[config.mk]
export PLATFORM = sky130hd
export DESIGN_NAME = ctl_line_unit
export DESIGN_NICKNAME = d
export VERILOG_FILES = /design/src/rtl/ctl_line_pkg.sv /design/src/rtl/ctl_line_sync.sv /design/src/rtl/ctl_line_edge.sv /design/src/rtl/ctl_line_flags.sv /design/src/rtl/ctl_line_c2drv.sv /design/src/rtl/ctl_line_unit.sv
export SDC_FILE = /design/constraint.sdc
export NUM_CORES = 1
export LEC_CHECK = 0
export CAP_MARGIN = 20
export CORE_AREA = 2 2 39 41
export DETAILED_ROUTE_END_ITERATION = 10
export DIE_AREA = 0 0 41 43
export HOLD_SLACK_MARGIN = 0.05
export SLEW_MARGIN = 40
export SYNTH_ARGS = -nofsm -noshare
export SYNTH_HDL_FRONTEND = slang
export SYNTH_SLANG_ARGS = --single-unit
export TNS_END_PERCENT = 100
[constraint.sdc]
create_clock -name clk -period 0.92 [get_ports clk]
set_clock_uncertainty 0.05 [all_clocks]
set_input_delay 0.092 -clock clk [delete_from_list [all_inputs] [get_ports clk]]
set_output_delay 0.092 -clock clk [all_outputs]
set_load 0.01 [all_outputs]
[src/rtl/ctl_line_pkg.sv]
package ctl_line_pkg;

  typedef logic [2:0] c2_mode_t;

  localparam c2_mode_t C2_HANDSHAKE = 3'b100;
  localparam c2_mode_t C2_PULSE     = 3'b101;
  localparam c2_mode_t C2_DRIVE_LO  = 3'b110;
  localparam c2_mode_t C2_DRIVE_HI  = 3'b111;

  // Active edge seen between two successive samples
  function automatic logic edge_hit(input logic prev, input logic cur, input logic rise_sel);
    return rise_sel ? (cur & ~prev) : (prev & ~cur);
  endfunction

  // Interrupt flag update: set wins over clear, hold_zero overrides all
  function automatic logic flag_next(input logic cur, input logic set, input logic clr,
                                     input logic hold_zero);
    if (hold_zero) return 1'b0;
    if (set)       return 1'b1;
    if (clr)       return 1'b0;
    return cur;
  endfunction

  // Next level of the C2 output register
  function automatic logic c2_next(input c2_mode_t mode, input logic cur,
                                   input logic c1_evt, input logic strobe);
    case (mode)
      C2_HANDSHAKE: return c1_evt ? 1'b1 : (strobe ? 1'b0 : cur);
      C2_PULSE:     return ~strobe;
      C2_DRIVE_LO:  return 1'b0;
      C2_DRIVE_HI:  return 1'b1;
      default:      return 1'b1;
    endcase
  endfunction

endpackage

[src/rtl/ctl_line_sync.sv]
module ctl_line_sync #(
  parameter int WIDTH  = 2,
  parameter int STAGES = 2
) (
  input  logic             clk,
  input  logic             rst_n,
  input  logic [WIDTH-1:0] d,
  output logic [WIDTH-1:0] q
);
  logic [WIDTH-1:0] chain [STAGES];

  for (genvar s = 0; s < STAGES; s++) begin : g_stage
    if (s == 0) begin : g_first
      always_ff @(posedge clk or negedge rst_n)
        if (!rst_n) chain[0] <= '0;
        else        chain[0] <= d;
    end else begin : g_next
      always_ff @(posedge clk or negedge rst_n)
        if (!rst_n) chain[s] <= '0;
        else        chain[s] <= chain[s-1];
    end
  end

  assign q = chain[STAGES-1];
endmodule

[src/rtl/ctl_line_edge.sv]
module ctl_line_edge
  import ctl_line_pkg::*;
#(
  parameter int WIDTH = 2
) (
  input  logic             clk,
  input  logic             rst_n,
  input  logic [WIDTH-1:0] cur,
  input  logic [WIDTH-1:0] rise_sel,
  output logic [WIDTH-1:0] hit
);
  logic [WIDTH-1:0] prev;

  always_ff @(posedge clk or negedge rst_n)
    if (!rst_n) prev <= '0;
    else        prev <= cur;

  for (genvar i = 0; i < WIDTH; i++) begin : g_hit
    assign hit[i] = edge_hit(prev[i], cur[i], rise_sel[i]);
  end
endmodule

[src/rtl/ctl_line_flags.sv]
module ctl_line_flags
  import ctl_line_pkg::*;
(
  input  logic clk,
  input  logic rst_n,
  input  logic c1_evt,
  input  logic c2_evt,
  input  logic clr,
  input  logic c2_is_out,
  input  logic c1_en,
  input  logic c2_en,
  output logic flag_c1,
  output logic flag_c2,
  output logic irq_n
);
  always_ff @(posedge clk or negedge rst_n)
    if (!rst_n) begin
      flag_c1 <= 1'b0;
      flag_c2 <= 1'b0;
    end else begin
      flag_c1 <= flag_next(flag_c1, c1_evt, clr, 1'b0);
      flag_c2 <= flag_next(flag_c2, c2_evt, clr, c2_is_out);
    end

  logic req_c1, req_c2;
  assign req_c1 = flag_c1 & c1_en;
  assign req_c2 = flag_c2 & c2_en & ~c2_is_out;
  assign irq_n  = ~(req_c1 | req_c2);
endmodule

[src/rtl/ctl_line_c2drv.sv]
module ctl_line_c2drv
  import ctl_line_pkg::*;
(
  input  logic     clk,
  input  logic     rst_n,
  input  c2_mode_t mode,
  input  logic     c1_evt,
  input  logic     strobe,
  output logic     c2_out,
  output logic     c2_oe
);
  always_ff @(posedge clk or negedge rst_n)
    if (!rst_n) c2_out <= 1'b1;
    else        c2_out <= c2_next(mode, c2_out, c1_evt, strobe);

  assign c2_oe = mode[2];
endmodule

[src/rtl/ctl_line_unit.sv]
module ctl_line_unit
  import ctl_line_pkg::*;
#(
  parameter bit TRIG_ON_WRITE = 1'b0,
  parameter int SYNC_STAGES   = 2
) (
  input  logic       clk,
  input  logic       rst_n,
  input  logic [1:0] c1_cfg,
  input  logic [2:0] c2_cfg,
  input  logic       data_rd,
  input  logic       data_wr,
  input  logic       c1_in,
  input  logic       c2_in,
  output logic       flag_c1,
  output logic       flag_c2,
  output logic       irq_n,
  output logic       c2_out,
  output logic       c2_oe
);
  localparam int LINES = 2;

  logic [LINES-1:0] line_s, hit;
  logic c1_evt, c2_evt, strobe, c2_is_out;

  ctl_line_sync #(.WIDTH(LINES), .STAGES(SYNC_STAGES)) sync_i (
    .clk(clk), .rst_n(rst_n), .d({c2_in, c1_in}), .q(line_s)
  );

  ctl_line_edge #(.WIDTH(LINES)) edge_i (
    .clk(clk), .rst_n(rst_n), .cur(line_s),
    .rise_sel({c2_cfg[1], c1_cfg[1]}), .hit(hit)
  );

  assign c2_is_out = c2_cfg[2];
  assign c1_evt    = hit[0];
  assign c2_evt    = hit[1] & ~c2_is_out;
  assign strobe    = TRIG_ON_WRITE ? data_wr : data_rd;

  ctl_line_flags flags_i (
    .clk(clk), .rst_n(rst_n), .c1_evt(c1_evt), .c2_evt(c2_evt), .clr(data_rd),
    .c2_is_out(c2_is_out), .c1_en(c1_cfg[0]), .c2_en(c2_cfg[0]),
    .flag_c1(flag_c1), .flag_c2(flag_c2), .irq_n(irq_n)
  );

  ctl_line_c2drv c2drv_i (
    .clk(clk), .rst_n(rst_n), .mode(c2_cfg), .c1_evt(c1_evt), .strobe(strobe),
    .c2_out(c2_out), .c2_oe(c2_oe)
  );
endmodule

==> out/qor.csv <==
stage,metric,value,unit
logic_synthesis,"flops & latches, synth",9,
setup_path,Setup CP Type,reg2out,
global_route,vias in the first global route,268,
routing,Vias/cell,4.27,
layout,Final Net Count,62,
floorplan,core area,0.00138,mm²
logic_synthesis,most instantiated library cell after synthesis,dfrtp_1,
placement,GP Congestion,0.568,
outcome,failing checks,setup timing,
logic_synthesis,Synth top area share,0.604,
logic_synthesis,Syn Nets,38,
sta,clock period minus worst slack,1.10,ns
logic_synthesis,Post-Syn Area per Cell,12.3,µm²
logic_synthesis,"EDFF count, synth",0,
sta,Slew HR,0.881,
logic_synthesis,"Distinct cells, synth",16,
power,power density cells,1580,mW/mm²
power,leakage power total,0.258,nW
setup_path,Critical Path End Type,output pin,
setup_path,Worst Setup SP,flags_i.flag_c2,
layout,share of cells above drive strength 1,0.340,
routing,Remaining DRCs,0,
setup_path,CP peak stage delay,0.38,ns
routing,drt first pass iters,2,
clock_tree,CTS tree,done,
floorplan,Die H,43,µm
floorplan,Die Wd,41,µm
placement,I/O Buffers,14,
setup_path,R2R setup slack,-0.04,ns
layout,final core occ,0.405,
clock_tree,Clock Latency Late Sink,0.26,ns
routing,ANT nets after route,0,
global_route,first-pass GRT wire length,979,µm
logic_synthesis,leading area contributor after synthesis,dfrtp_1,
sta,final count of hold timing violations,0,
global_route,total track usage,0.0888,
routing,drt wl/cell,9.11,µm
setup_path,startpoint types,flip-flop,
global_route,"Remaining Overflow, GRT",0,
logic_synthesis,Synth Flop Type,dfrtp_1,
clock_tree,Clock Tree Root,clkbuf_4,
routing,DR iter-0 viols,1,
sta,Final setup viols,7,
sta,"Slew Viols, Final",0,
logic_synthesis,commonest cells in the netlist,"8 x dfrtp_1, 3 x nand2_1, 3 x nor2_1",
power,power after layout,886,µW
sta,RSZ-0062 raised after global routing,true,
sta,post-route setup TNS,-0.541,ns
layout,area growth from synthesis to layout,69.1,%
placement,placed insts,61,
global_route,largest net degree at the start of global routing,10,
worst_hold_path,Hold Crit Class,in2async,
setup_path,worst r2r src,sync_i.q[0],
logic_synthesis,register area share after synthesis,0.683,
setup_path,R2R depth,2,
logic_synthesis,Syn Inst Count,27,
placement,HPWL after DPL,454,µm
sta,final worst-path cycle share,1.20,
power,Max VDD drop,0.657,mV
routing,DR vias,282,
flow_run,max-cap check violation count,0,
setup_path,critical path cell sequence,"nand2_1, nor2_1, a21oi_1, buf_2",
clock_tree,clk sinks,9,
floorplan,Die ar.,0.00176,mm²
sta,Fmax,906,MHz
clock_tree,CTS Buf Count,3,
logic_synthesis,Yosys warning count,0,
setup_path,critical path arrival,0.96,ns
floorplan,IO Pins,16,
routing,aggregate routed wire length,601,µm
setup_path,worst reg2reg path endpoint,flags_i.flag_c1,
floorplan,num rows,14,
setup_path,Critical Path Sink,irq_n,
clock_tree,CTS H-tree lvls,1,
clock_tree,Worst-path clk slew,0.06,ns
clock_tree,maximum clock path buffer count,2,
sta,Least-Margin Pin Slew,0.178,ns
logic_synthesis,"Cell Area, Synth",332,µm²
sta,PnR worst setup slack,-0.183,ns
floorplan,initial cell density of the core,0.240,
layout,Inserted Diodes,0,
global_route,initial antenna violation count,0,
setup_path,CP Max Fanout,2,
layout,Fillers,150,
setup_path,CP Data Required Time,0.78,ns
logic_synthesis,asr flop ratio synth,1.00,
layout,"non-filler cells, final",66,
outcome,status,finished with violations,
logic_synthesis,Area contributors post-synth,"dfrtp_1 60%, dfstp_2 7.9%, nor3b_2 3.8%",
setup_path,CP max stage cell,dfrtp_1,
==> area by class of cell <==
cell class / count / area (µm²) / area share
Sequential cell: 9 / 226 / 0.404
Timing Repair Buffer: 20 / 189 / 0.337
Multi-Input combinational cell: 16 / 93.8 / 0.167
Clock buffer: 3 / 22.5 / 0.0402
Tap cell: 16 / 20.0 / 0.0357
Clock inverter: 1 / 5.00 / 0.00893
Inverter: 1 / 3.75 / 0.00670
==> cell usage in the layout, fill, tap and decap left out, drive strengths merged <==
master / synthesis / layout
a211o: 1 / 1
a21oi: 1 / 1
a31oi: 1 / 1
and3b: 1 / 1
buf: 1 / 11
clkbuf: 0 / 3
clkdlybuf4s50: 0 / 9
clkinv: 0 / 1
dfrtp: 8 / 8
dfstp: 1 / 1
inv: 1 / 1
nand2: 3 / 3
nand3: 1 / 1
nand3b: 1 / 1
nor2: 3 / 3
nor2b: 1 / 1
nor3b: 1 / 1
o21ai: 1 / 1
o22ai: 1 / 1
==> power by group <==
group          switching (mW)  total [mW]  internal, mW
combinational          0.0514       0.150        0.0987
sequential             0.0121       0.434         0.422
clock                   0.141       0.302         0.160
==> worst min path at each step <==
| stage | end | slack, ns | depth (start not counted) |
|---|---|---|---|
| after floorplan | edge_i.prev[0] | -0.25 | 0 |
| after global placement | sync_i.q[0] | 0.28 | 0 |
| after detailed placement | sync_i.q[0] | 0.29 | 0 |
| after CTS | sync_i.chain[3] | 0.05 | 2 |
| after global routing | sync_i.q[1] | 0.08 | 2 |
| final | sync_i.q[1] | 0.05 | 2 |
==> worst max-delay path, delay by kind of cell (launching register included) <==
family / cells / cell delay (ns)
simple gates: 2 / 0.10
compound gates: 1 / 0.10
buf+inv: 1 / 0.14
flops: 1 / 0.38
==> metal layers <==
layer | share of wire | wire length [µm] | vias to the layer above | track usage
met5 | 0 | 0 | - | 0
met4 | 0 | 0 | 0 | 0.100
met3 | 0.093 | 56 | 0 | 0.0314
met2 | 0.49 | 297 | 11 | 0.122
met1 | 0.41 | 247 | 132 | 0.0915
li1 | - | - | 139 | -
==> cell families after synthesis <==
logic type      after synthesis  synth area share
buf+inv                       2            0.0340
compound gates                5            0.0943
flops                         9             0.683
simple gates                 11             0.189
==> sequential cells by signal, indices dropped and copies added (netlist names) <==
register         count
edge_i.prev          2
sync_i.chain         2
sync_i.q             2
c2drv_i.c2_out       1
flags_i.flag_c1      1
flags_i.flag_c2      1
==> stage by stage <==
| stage | setup slack, ns | hold slack (ns) | area [µm²] |
|---|---|---|---|
| after CTS | -0.204 | 0.0472 | 549 |
| after global routing | -0.295 | 0.0768 | 561 |
| after global placement | -0.490 | 0.283 | 522 |
| after detailed placement | -0.491 | 0.286 | 522 |
| after floorplan | -0.00377 | -0.254 | 332 |
| final | -0.183 | 0.0544 | 561 |
==> what timing repair did <==
item / in CTS / in global routing
pin swaps: 2 / 0
endpoints found under the hold margin: 6 / 0
setup endpoints to repair: 7 / 8
buffers inserted: 0 / 2
gates resized for setup: 24 / 1
No activity file was read; power rests on OpenSTA's default activity.
